## src/rtl/sync_rx_pkg.sv

```systemverilog
// Package: types and helpers shared by the synchronous receiver.
// Assumes parity codes 0..4 are meaningful and any other code means "none".
package sync_rx_pkg;

    typedef enum logic [1:0] {
        ST_IDLE = 2'd0,
        ST_DATA = 2'd1,
        ST_PAR  = 2'd2,
        ST_STOP = 2'd3
    } rx_state_e;

    localparam logic [2:0] PM_NONE = 3'd0;
    localparam logic [2:0] PM_EVEN = 3'd1;
    localparam logic [2:0] PM_ODD  = 3'd2;
    localparam logic [2:0] PM_ZERO = 3'd3;
    localparam logic [2:0] PM_ONE  = 3'd4;

    // True when the mode inserts a parity bit between data and stop.
    function automatic logic parity_active(input logic [2:0] mode);
        return (mode >= PM_EVEN) && (mode <= PM_ONE);
    endfunction

endpackage

```

## src/rtl/sync_rx_deframe.sv

```systemverilog
// Module: deframer. Walks the line through start, data, parity and stop
// on each sample enable, and shifts the data in least significant bit first.
// Assumes sample_en is already aligned to clk and lasts one cycle per bit.
// Emits a one-cycle 'done' in the cycle the stop bit is sampled, together
// with the data word, the captured parity bit and the live stop bit.
module sync_rx_deframe
    import sync_rx_pkg::*;
#(
    parameter int DATA_W = 8,
    parameter int MIN_W  = 5,
    parameter int SEL_W  = 2
) (
    input  logic              clk,
    input  logic              rst_n,
    input  logic              sample_en,
    input  logic              rxd,
    input  logic [SEL_W-1:0]  len_sel,
    input  logic              par_on,
    output logic              done,
    output logic [DATA_W-1:0] data_o,
    output logic              par_bit_o,
    output logic              stop_bit_o
);

    localparam int CNT_W = (DATA_W > 1) ? $clog2(DATA_W) : 1;

    rx_state_e          state;
    logic [CNT_W-1:0]   cnt;
    logic [CNT_W-1:0]   last_idx;
    logic [DATA_W-1:0]  shreg;
    logic               par_q;

    // Index of the final data bit, clamped to the register width.
    always_comb begin
        int tmp;
        tmp = MIN_W - 1 + int'(len_sel);
        if (tmp > DATA_W - 1) tmp = DATA_W - 1;
        last_idx = CNT_W'(tmp);
    end

    // Frame state machine with data shift and parity capture.
    always_ff @(posedge clk) begin
        if (!rst_n) begin
            state <= ST_IDLE;
            cnt   <= '0;
            shreg <= '0;
            par_q <= 1'b0;
        end else if (sample_en) begin
            case (state)
                ST_IDLE: begin
                    if (!rxd) begin
                        state <= ST_DATA;
                        cnt   <= '0;
                        shreg <= '0;
                    end
                end
                ST_DATA: begin
                    shreg[cnt] <= rxd;
                    if (cnt == last_idx) begin
                        state <= par_on ? ST_PAR : ST_STOP;
                    end else begin
                        cnt <= cnt + 1'b1;
                    end
                end
                ST_PAR: begin
                    par_q <= rxd;
                    state <= ST_STOP;
                end
                default: begin
                    state <= ST_IDLE;
                end
            endcase
        end
    end

    assign done       = sample_en && (state == ST_STOP);
    assign data_o     = shreg;
    assign par_bit_o  = par_q;
    assign stop_bit_o = rxd;

    // Without a sample enable, the frame position must not move.
    assert_no_sample_R1: assert property (@(posedge clk) disable iff (!rst_n)
        !sample_en |=> ($stable(state) && $stable(cnt)));

    // An idle receiver leaves idle only on a low sample.
    assert_idle_hold_R2: assert property (@(posedge clk) disable iff (!rst_n)
        ((state == ST_IDLE) && !(sample_en && !rxd)) |=> (state == ST_IDLE));

endmodule

```

## src/rtl/sync_rx_check.sv

```systemverilog
// Module: character checker. Purely combinational. Works out the expected
// parity bit for the mode in force and the framing verdict for a finished
// character. Assumes its inputs are valid only while 'done' is high upstream.
module sync_rx_check
    import sync_rx_pkg::*;
#(
    parameter int DATA_W = 8,
    parameter int MIN_W  = 5,
    parameter int SEL_W  = 2
) (
    input  logic [DATA_W-1:0] data_i,
    input  logic [SEL_W-1:0]  len_sel,
    input  logic [2:0]        par_mode,
    input  logic              par_bit_i,
    input  logic              stop_bit_i,
    output logic              parity_bad,
    output logic              frame_bad
);

    logic [DATA_W-1:0] mask;
    logic              ones_odd;
    logic              exp_bit;

    // Mask of the bits that belong to the current data length.
    generate
        for (genvar g = 0; g < DATA_W; g++) begin : g_mask
            assign mask[g] = (g < MIN_W) ? 1'b1 : (int'(len_sel) >= (g - MIN_W + 1));
        end
    endgenerate

    // Expected parity bit for the mode in force.
    always_comb begin
        ones_odd = ^(data_i & mask);
        case (par_mode)
            PM_EVEN: exp_bit = ones_odd;
            PM_ODD:  exp_bit = ~ones_odd;
            PM_ZERO: exp_bit = 1'b0;
            PM_ONE:  exp_bit = 1'b1;
            default: exp_bit = 1'b0;
        endcase
    end

    // Error verdicts: parity mismatch, and low stop bit with non-zero data.
    always_comb begin
        parity_bad = parity_active(par_mode) && (par_bit_i != exp_bit);
        frame_bad  = !stop_bit_i && (|data_i);
    end

endmodule

```

## src/rtl/sync_rx_status.sv

```systemverilog
// Module: holding register and status flags. Loads the character on 'done',
// keeps ready and three sticky error flags, and serves the host strobes.
// A read in the same cycle as a new character takes the old one, so no
// overrun is raised. A new error wins over a clear in the same cycle.
module sync_rx_status #(
    parameter int DATA_W = 8
) (
    input  logic              clk,
    input  logic              rst_n,
    input  logic              done,
    input  logic [DATA_W-1:0] data_i,
    input  logic              parity_bad,
    input  logic              frame_bad,
    input  logic              rd_strobe,
    input  logic              clr_err,
    output logic [DATA_W-1:0] hold_o,
    output logic              ready_o,
    output logic              ovr_o,
    output logic              pe_o,
    output logic              fe_o
);

    // Holding register: loads only when a character completes.
    always_ff @(posedge clk) begin
        if (!rst_n)    hold_o <= '0;
        else if (done) hold_o <= data_i;
    end

    // Ready flag: set by a finished character, cleared by a host read.
    always_ff @(posedge clk) begin
        if (!rst_n)         ready_o <= 1'b0;
        else if (done)      ready_o <= 1'b1;
        else if (rd_strobe) ready_o <= 1'b0;
    end

    // Sticky error flags: set on events, cleared only by the clear strobe.
    always_ff @(posedge clk) begin
        if (!rst_n) begin
            ovr_o <= 1'b0;
            pe_o  <= 1'b0;
            fe_o  <= 1'b0;
        end else begin
            if (done && ready_o && !rd_strobe) ovr_o <= 1'b1;
            else if (clr_err)                  ovr_o <= 1'b0;
            if (done && parity_bad)            pe_o  <= 1'b1;
            else if (clr_err)                  pe_o  <= 1'b0;
            if (done && frame_bad)             fe_o  <= 1'b1;
            else if (clr_err)                  fe_o  <= 1'b0;
        end
    end

    assert_ready_set_R4: assert property (@(posedge clk) disable iff (!rst_n)
        done |=> ready_o);

    assert_ready_clear_R5: assert property (@(posedge clk) disable iff (!rst_n)
        (rd_strobe && !done) |=> !ready_o);

    assert_overrun_cause_R6: assert property (@(posedge clk) disable iff (!rst_n)
        $rose(ovr_o) |-> $past(done && ready_o && !rd_strobe));

    assert_frame_cause_R9: assert property (@(posedge clk) disable iff (!rst_n)
        $rose(fe_o) |-> $past(done && frame_bad));

    assert_sticky_err_R10: assert property (@(posedge clk) disable iff (!rst_n)
        ((pe_o || fe_o || ovr_o) && !clr_err) |=> (pe_o || fe_o || ovr_o));

    assert_hold_stable_R4: assert property (@(posedge clk) disable iff (!rst_n)
        !done |=> $stable(hold_o));

endmodule

```

## src/rtl/sync_char_rx.sv

```systemverilog
// Module: top of the synchronous character receiver. Connects the
// deframer, the checker and the status block. Assumes all inputs are
// synchronous to clk and that the bit clock arrives as sample_en pulses.
module sync_char_rx
    import sync_rx_pkg::*;
#(
    parameter int DATA_W = 8,
    parameter int MIN_W  = 5,
    parameter int SEL_W  = 2
) (
    input  logic              clk,
    input  logic              rst_n,
    input  logic              sample_en,
    input  logic              rxd,
    input  logic [SEL_W-1:0]  len_sel,
    input  logic [2:0]        par_mode,
    input  logic              rd_strobe,
    input  logic              clr_err,
    output logic [DATA_W-1:0] rx_data,
    output logic              rx_ready,
    output logic              overrun,
    output logic              parity_err,
    output logic              frame_err
);

    logic              done;
    logic [DATA_W-1:0] word;
    logic              par_bit;
    logic              stop_bit;
    logic              parity_bad;
    logic              frame_bad;

    sync_rx_deframe #(.DATA_W(DATA_W), .MIN_W(MIN_W), .SEL_W(SEL_W)) u_deframe (
        .clk        (clk),
        .rst_n      (rst_n),
        .sample_en  (sample_en),
        .rxd        (rxd),
        .len_sel    (len_sel),
        .par_on     (parity_active(par_mode)),
        .done       (done),
        .data_o     (word),
        .par_bit_o  (par_bit),
        .stop_bit_o (stop_bit)
    );

    sync_rx_check #(.DATA_W(DATA_W), .MIN_W(MIN_W), .SEL_W(SEL_W)) u_check (
        .data_i     (word),
        .len_sel    (len_sel),
        .par_mode   (par_mode),
        .par_bit_i  (par_bit),
        .stop_bit_i (stop_bit),
        .parity_bad (parity_bad),
        .frame_bad  (frame_bad)
    );

    sync_rx_status #(.DATA_W(DATA_W)) u_status (
        .clk        (clk),
        .rst_n      (rst_n),
        .done       (done),
        .data_i     (word),
        .parity_bad (parity_bad),
        .frame_bad  (frame_bad),
        .rd_strobe  (rd_strobe),
        .clr_err    (clr_err),
        .hold_o     (rx_data),
        .ready_o    (rx_ready),
        .ovr_o      (overrun),
        .pe_o       (parity_err),
        .fe_o       (frame_err)
    );

endmodule

```

## config.mk

```make
export PLATFORM = sky130hd
export DESIGN_NAME = sync_char_rx
export DESIGN_NICKNAME = d
export VERILOG_FILES = /design/src/rtl/sync_rx_pkg.sv /design/src/rtl/sync_rx_deframe.sv /design/src/rtl/sync_rx_check.sv /design/src/rtl/sync_rx_status.sv /design/src/rtl/sync_char_rx.sv
export SDC_FILE = /design/constraint.sdc
export NUM_CORES = 1
export LEC_CHECK = 0
export BUFFER_PORTS_ARGS = -buffer_cell sky130_fd_sc_hd__buf_2
export CAP_MARGIN = 0
export CORE_MARGIN = 5
export CORE_UTILIZATION = 48
export CTS_BUF_LIST = sky130_fd_sc_hd__clkbuf_4 sky130_fd_sc_hd__clkbuf_8 sky130_fd_sc_hd__clkbuf_16
export CTS_CLUSTER_SIZE = 8
export DETAILED_ROUTE_END_ITERATION = 8
export GPL_ROUTABILITY_DRIVEN = 0
export PLACE_DENSITY_LB_ADDON = 0.1
export SLEW_MARGIN = 0
export SYNTH_ARGS = -nofsm -noshare
export SYNTH_HDL_FRONTEND = slang
export SYNTH_SLANG_ARGS = --single-unit
```

## constraint.sdc

```tcl
create_clock -name clk -period 4.9 [get_ports clk]
set_clock_uncertainty 0.1 [all_clocks]
set_input_delay 0 -clock clk [delete_from_list [all_inputs] [get_ports clk]]
set_output_delay 0 -clock clk [all_outputs]
set_load 0.02 [all_outputs]
```

=== Word level (Yosys, flattened, before mapping) ===
Index checks and enable logic that the tools add are counted.

* Input bits: 11
* Logic and storage cells: 75
* Register bits after elaboration: 26
* Output and inout bits: 12

* Equal/unequal tests: 11
* Reduce and logical (&&, ||, !) cells: 23
* Add/subtract/negate cells: 2
* Bitwise logic cells: 2
* Order comparisons: 8
* Mux-type cells: 20

{| class="wikitable"
|+ Operators with widths
! kind !! number
|-
| 8-bit one-hot mux with 2 select lines || 1
|-
| 2-bit nonzero test || 5
|-
| 1-bit logical AND || 9
|-
| 3-bit 2-to-1 mux || 3
|-
| 8-bit AND || 1
|-
| 8-bit bitwise mux || 1
|-
| 1-bit 2-to-1 mux || 8
|-
| 8-bit 2-to-1 mux || 1
|-
| 8-bit OR reduction || 1
|-
| 8-bit parity || 1
|-
| 3-bit by 1-bit >= comparator with 1-bit output, second input constant || 2
|-
| 2-bit one-hot mux with 3 select lines || 1
|-
| 3-bit one-hot mux with 2 select lines || 1
|-
| 3-bit AND reduction || 2
|-
| 3-bit by 2-bit adder with 4-bit output, first input constant || 1
|-
| 2-bit equality test, second input constant || 2
|-
| 2-bit >= comparator, second input constant || 2
|-
| 4-bit by 3-bit greater-than comparator with 1-bit output, second input constant || 1
|-
| 3-bit by 4-bit < comparator with 1-bit output, second input constant || 1
|-
| 2-bit 2-to-1 mux || 2
|-
| 2-bit inequality test, second input constant || 2
|-
| 4-bit AND reduction || 1
|-
| 3-bit by 1-bit adder with 3-bit output, second input constant || 1
|-
| 1-bit demux with 3-bit select || 1
|-
| 14 further kinds || 15
|}

=== Logic depth before layout (Yosys ltp) ===
* Depth in word-level cells: 9
* Gate-level depth with buffers: 8
* Depth with buffers taken out: 7

=== Hierarchy ===
A second synthesis with hierarchy kept.

* Cell total of the unflattened synthesis: 186
* Area, all modules: 1560.2 um^2

{| class="wikitable"
|+ By module, submodules not included
! module !! instances !! cells each !! area an instance (um^2) !! sequential area each (um^2)
|-
| sync_rx_deframe || 1 || 103 || 815.8 || 280.3
|-
| sync_rx_status || 1 || 40 || 451.7 || 240.2
|-
| sync_rx_check || 1 || 41 || 277.8 || 0.0
|-
| sync_char_rx || 1 || 2 || 15.0 || 0.0
|}

=== Least setup slack after synthesis ===
OpenSTA, ideal clock, no wires.

* Kind: register to register
* Start point: register u_deframe.shreg[2], in the netlist u_deframe.data_o[2]
* End point: register u_status.pe_o
* Data arrival time: 1.665 ns
* Period minus slack after synthesis: 1.879 ns
* Cell stages (with the launch flop): 8
* Buffers on the path: 0
* Data required time: 4.686 ns
* Setup time: 0.114 ns
* Setup slack: 3.021 ns
* Cell sequence: dfxtp_1 -> inv_1 -> ha_1 -> xor2_1 -> xnor2_1 -> or4_4 -> a21o_1 -> a21o_1

* Word-level cells in the longest chain between the ends: 8
* Elaborated cells between the ends (all ways): 9
* Classes of those cells: 1 x eq/ne; 2 x mux; 2 x bitwise; 4 x reduce/logical

{| class="wikitable"
|+ Ends and longest elaborated chain
! item !! line !! source
|-
| start, declared || sync_rx_deframe.sv:30 || <nowiki>logic [DATA_W-1:0] shreg;</nowiki>
|-
| start signal, assigned by index || sync_rx_deframe.sv:58 || <nowiki>shreg[cnt] <= rxd;</nowiki>
|-
| 8-bit AND * || sync_rx_check.sv:33 || <nowiki>ones_odd = ^(data_i & mask);</nowiki>
|-
| 8-bit parity * || sync_rx_check.sv:33 ||
|-
| 1-bit inverter || sync_rx_check.sv:36 || <nowiki>PM_ODD: exp_bit = ~ones_odd;</nowiki>
|-
| 1-bit one-hot mux with 3 select lines * || sync_rx_check.sv:34 || <nowiki>case (par_mode)</nowiki>
|-
| 1-bit inequality test * || sync_rx_check.sv:45 || <nowiki>parity_bad = parity_active(par_mode) && (par_bit_i != exp_bit);</nowiki>
|-
| 1-bit logical AND * || sync_rx_check.sv:45 ||
|-
| 1-bit logical AND * || sync_rx_status.sv:45 || <nowiki>if (done && parity_bad) pe_o <= 1'b1;</nowiki>
|-
| 1-bit 2-to-1 mux / 2-bit nonzero test (equally long branches) || n/a ||
|-
| end signal, assigned || sync_rx_status.sv:40 || <nowiki>pe_o <= 1'b0;</nowiki>
|-
| end signal, assigned || sync_rx_status.sv:45 ||
|-
| end signal, assigned || sync_rx_status.sv:46 || <nowiki>else if (clr_err) pe_o <= 1'b0;</nowiki>
|-
| end, declared || sync_rx_status.sv:19 || <nowiki>output logic pe_o,</nowiki>
|}

Mark *: on every way between the ends. The rest lies on a longest branch, timed or not.
A chain may end at the register's enable or synchronous reset.

=== Final worst setup path ===
Same ends and word-level chain as after synthesis.

==> results.json <==
{
  "post_cts_buffers": 0,
  "seqCellArea_um2": 520.5,
  "synthAdderAreaFrac_pct": 6.809,
  "ios": 23,
  "grt_pass1_vias": 1289,
  "r2r_cells": 8,
  "setup_viol": 0,
  "overflow": 0,
  "antenna_found_initial": 0,
  "yosys_register_bits": 26,
  "fmax_ghz": 0.3955,
  "die_h_um": 65.34,
  "cp_max_fo": 2,
  "synth_xor_area_share_pct": 3.574,
  "area_growth_pct": 15.91,
  "wl_per_cell_um": 13.21,
  "grt_max_degree": 30,
  "synthMuxAreaShare_pct": 1.362,
  "slew_headroom_pct": 59.85,
  "numPortBuffers": 22,
  "worst-endpoint-required_ps": 5030,
  "rrSetupSlack_ps": 2370,
  "firstDrtPassIters": 4,
  "nNetsFinal": 224,
  "p_leak_uw": 0.0006826,
  "routed_wl_mm": 3.131,
  "cts_root_buf": "clkbuf_4",
  "seq_area_frac_synth_pct": 35.40,
  "synth-edff-count": 0,
  "cts_made_buffers": 3,
  "met3_usage_pct": 2.564,
  "hold_depth": 2,
  "critPathKind": "register to register",
  "peakVddDrop_mv": 0.1836,
  "worstReg2RegStart": "u_deframe.data_o[2]",
  "async_flop_share_pct": 0,
  "row_count": 20,
  "core_mm2": 0.003003,
  "synth_top_flop_cell": "dfxtp_1",
  "status": "finished clean",
  "maxSlewViolCount": 0,
  "drt_iter0_drc": 29,
  "syn_area_per_cell_um2": 8.122,
  "via_per_inst": 5.426,
  "min_to": "u_status.fe_o",
  "synth-compound-area-share_pct": 23.40,
  "grt_setup_unrepaired": "no",
  "clock_latency_ps": 320,
  "end_kind": "register",
  "most-common-layout-cells": "nand2_1 (29), dfxtp_1 (26), buf_2 (22), a21boi_0 (15), nor2b_1 (12)",
  "syn_nets": 200,
  "top_usage_layer": "met2",
  "worst_setup_path_start_kind": "register",
  "filler_cell_count": 287,
  "synth.cell_area_mm2": 0.001470,
  "hpwl_mm": 2.296,
  "period_share_pct": 51.61,
  "hold_viol_final": 0,
  "whs_ps": 2.967,
  "synth_top_family_by_area": "simple AND/OR/NAND/NOR gates",
  "grt_pass1_wl_mm": 5.506,
  "ctsHtreeMaxLevel": 1,
  "diodes": 0,
  "grt_use_met1_pct": 19.51,
  "drtAntennaViolNets": 0,
  "drv_cap": 0,
  "initial_core_util_pct": 48.96,
  "min-delay-start": "rst_n",
  "via_count": 1286,
  "syn_inst": 181,
  "drc": 0,
  "grt_usage_pct": 16.28,
  "hp-class": "primary input to register",
  "use_met2_pct": 29.46,
  "setup_tns_ps": 0,
  "cts_sinks": 26,
  "timing.rr.end": "u_status.pe_o",
  "fp.dieArea_mm2": 0.004269,
  "cp_data_arrival_time_ps": 2650,
  "clkTransAtPathRegs_ps": 140,
  "fp.dieW_um": 65.34,
  "p_per_area_mw_per_mm2": 242.5,
  "layout_commonest_cell": "nand2_1",
  "worst_slew_pin_slew_ps": 587.1,
  "ys_types": 40,
  "drive_above_1_share_pct": 13.24,
  "cts_tree": "built",
  "cts_resized": 0,
  "multi_input_area_um2": 872.1,
  "cts_buffer_depth": 2,
  "yosysWarnings": 0,
  "period_minus_slack_ps": 2529,
  "yosys.area_share.simple_pct": 24.17
}
-- layer usage --
layer	vias up	wire length, um	share of wire, %
met1	593	1451	46
li1	671	-	-
met2	17	1550	50
met3	5	89	2.8
met5	-	0	0
met4	0	40	1.3
-- worst max-delay path: stages (launching register included) --
cell and delay [ps]:
dfxtp_1 360, inv_1 60, ha_1 290, xor2_1 180, xnor2_1 140, or4_4 420
a21o_1 170, a21o_1 160, dlygate4sd3_1 540
-- worst max-delay path by stage --
stage,start,end,slack (ps),cells past startpoint
after floorplan,u_deframe.data_o[2],u_status.pe_o,3020,7
after global placement,u_deframe.data_o[2],u_status.pe_o,2970,7
after detailed placement,u_deframe.data_o[2],u_status.pe_o,2950,7
after CTS,u_deframe.data_o[2],u_status.pe_o,2370,8
after global routing,u_deframe.data_o[2],u_status.pe_o,2260,8
final,u_deframe.data_o[2],u_status.pe_o,2370,8
-- repair_timing --
action | in CTS | in global routing
endpoints found under the hold margin | 5 | 0
endpoints found under the setup margin | 0 | 0
hold buffers | 7 | 0
-- sequential cells by signal, summed over array words and instances (netlist names) --
name and flops:
u_deframe.data_o 8, u_status.hold_o 8, u_deframe.cnt 3, u_deframe.state 2, u_deframe.par_bit_o 1, u_status.fe_o 1
u_status.ovr_o 1, u_status.pe_o 1, u_status.ready_o 1
-- kinds of logic after synthesis --
group / after synthesis
multiplexers: 2
AO/OA/AOI/OAI: 52
flip-flops: 26
buffers and inverters: 20
AND/OR/NAND/NOR: 67
adder cells (fa/ha/maj): 8
XOR/XNOR: 6
-- cells in the mapped netlist (2+ instances only) --
cell type,count,area share (%)
a2bb2oi_1,2,1.2
o21a_1,2,1.0
a21oi_1,11,3.7
inv_1,10,2.6
buf_2,2,0.68
o21ai_0,8,2.7
a211oi_1,2,1.0
xor2_1,3,1.8
nand3_1,7,2.4
and4b_1,2,1.4
and2_1,2,0.85
ha_1,8,6.8
a21o_1,2,1.0
mux2i_1,2,1.4
nand2_1,29,7.4
clkbuf_1,8,2.0
a21boi_0,15,7.7
nor2_1,4,1.0
xnor2_1,3,1.8
nor3b_1,2,1.0
a31oi_1,2,0.85
nor2b_1,12,5.1
dfxtp_1,26,35
-- through the flow --
step | utilization [%] | cell area (um2) | setup slack [ps] | total power, uW | cells
after floorplan | - | 1470 | 3021 | 253.6 | 181
after global placement | 52.67 | 1582 | 2973 | 265.8 | 226
after detailed placement | 52.67 | 1582 | 2950 | 267.3 | 226
after CTS | 56.75 | 1704 | 2370 | 419.4 | 237
after global routing | 56.75 | 1704 | 2255 | 432.9 | 237
final | 56.75 | 1704 | 2371 | 413.3 | 237
-- area by class of cell --
class | instances | area share [%]
multi-input combinational | 135 | 51.17
sequential | 26 | 30.54
timing repair buffer | 29 | 10.57
tap | 33 | 2.423
inverter | 10 | 2.203
clock inverter | 1 | 1.762
clock buffer | 3 | 1.322
-- power breakdown --
| part | total, uW | switching [uW] | internal (uW) |
|---|---|---|---|
| Clock | 148 | 64.9 | 82.7 |
| Sequential | 217 | 3.27 | 214 |
| Combinational | 48.6 | 26.6 | 22.0 |
| Total | 413 | 94.8 | 318 |
(Power assumes the default switching activity.)
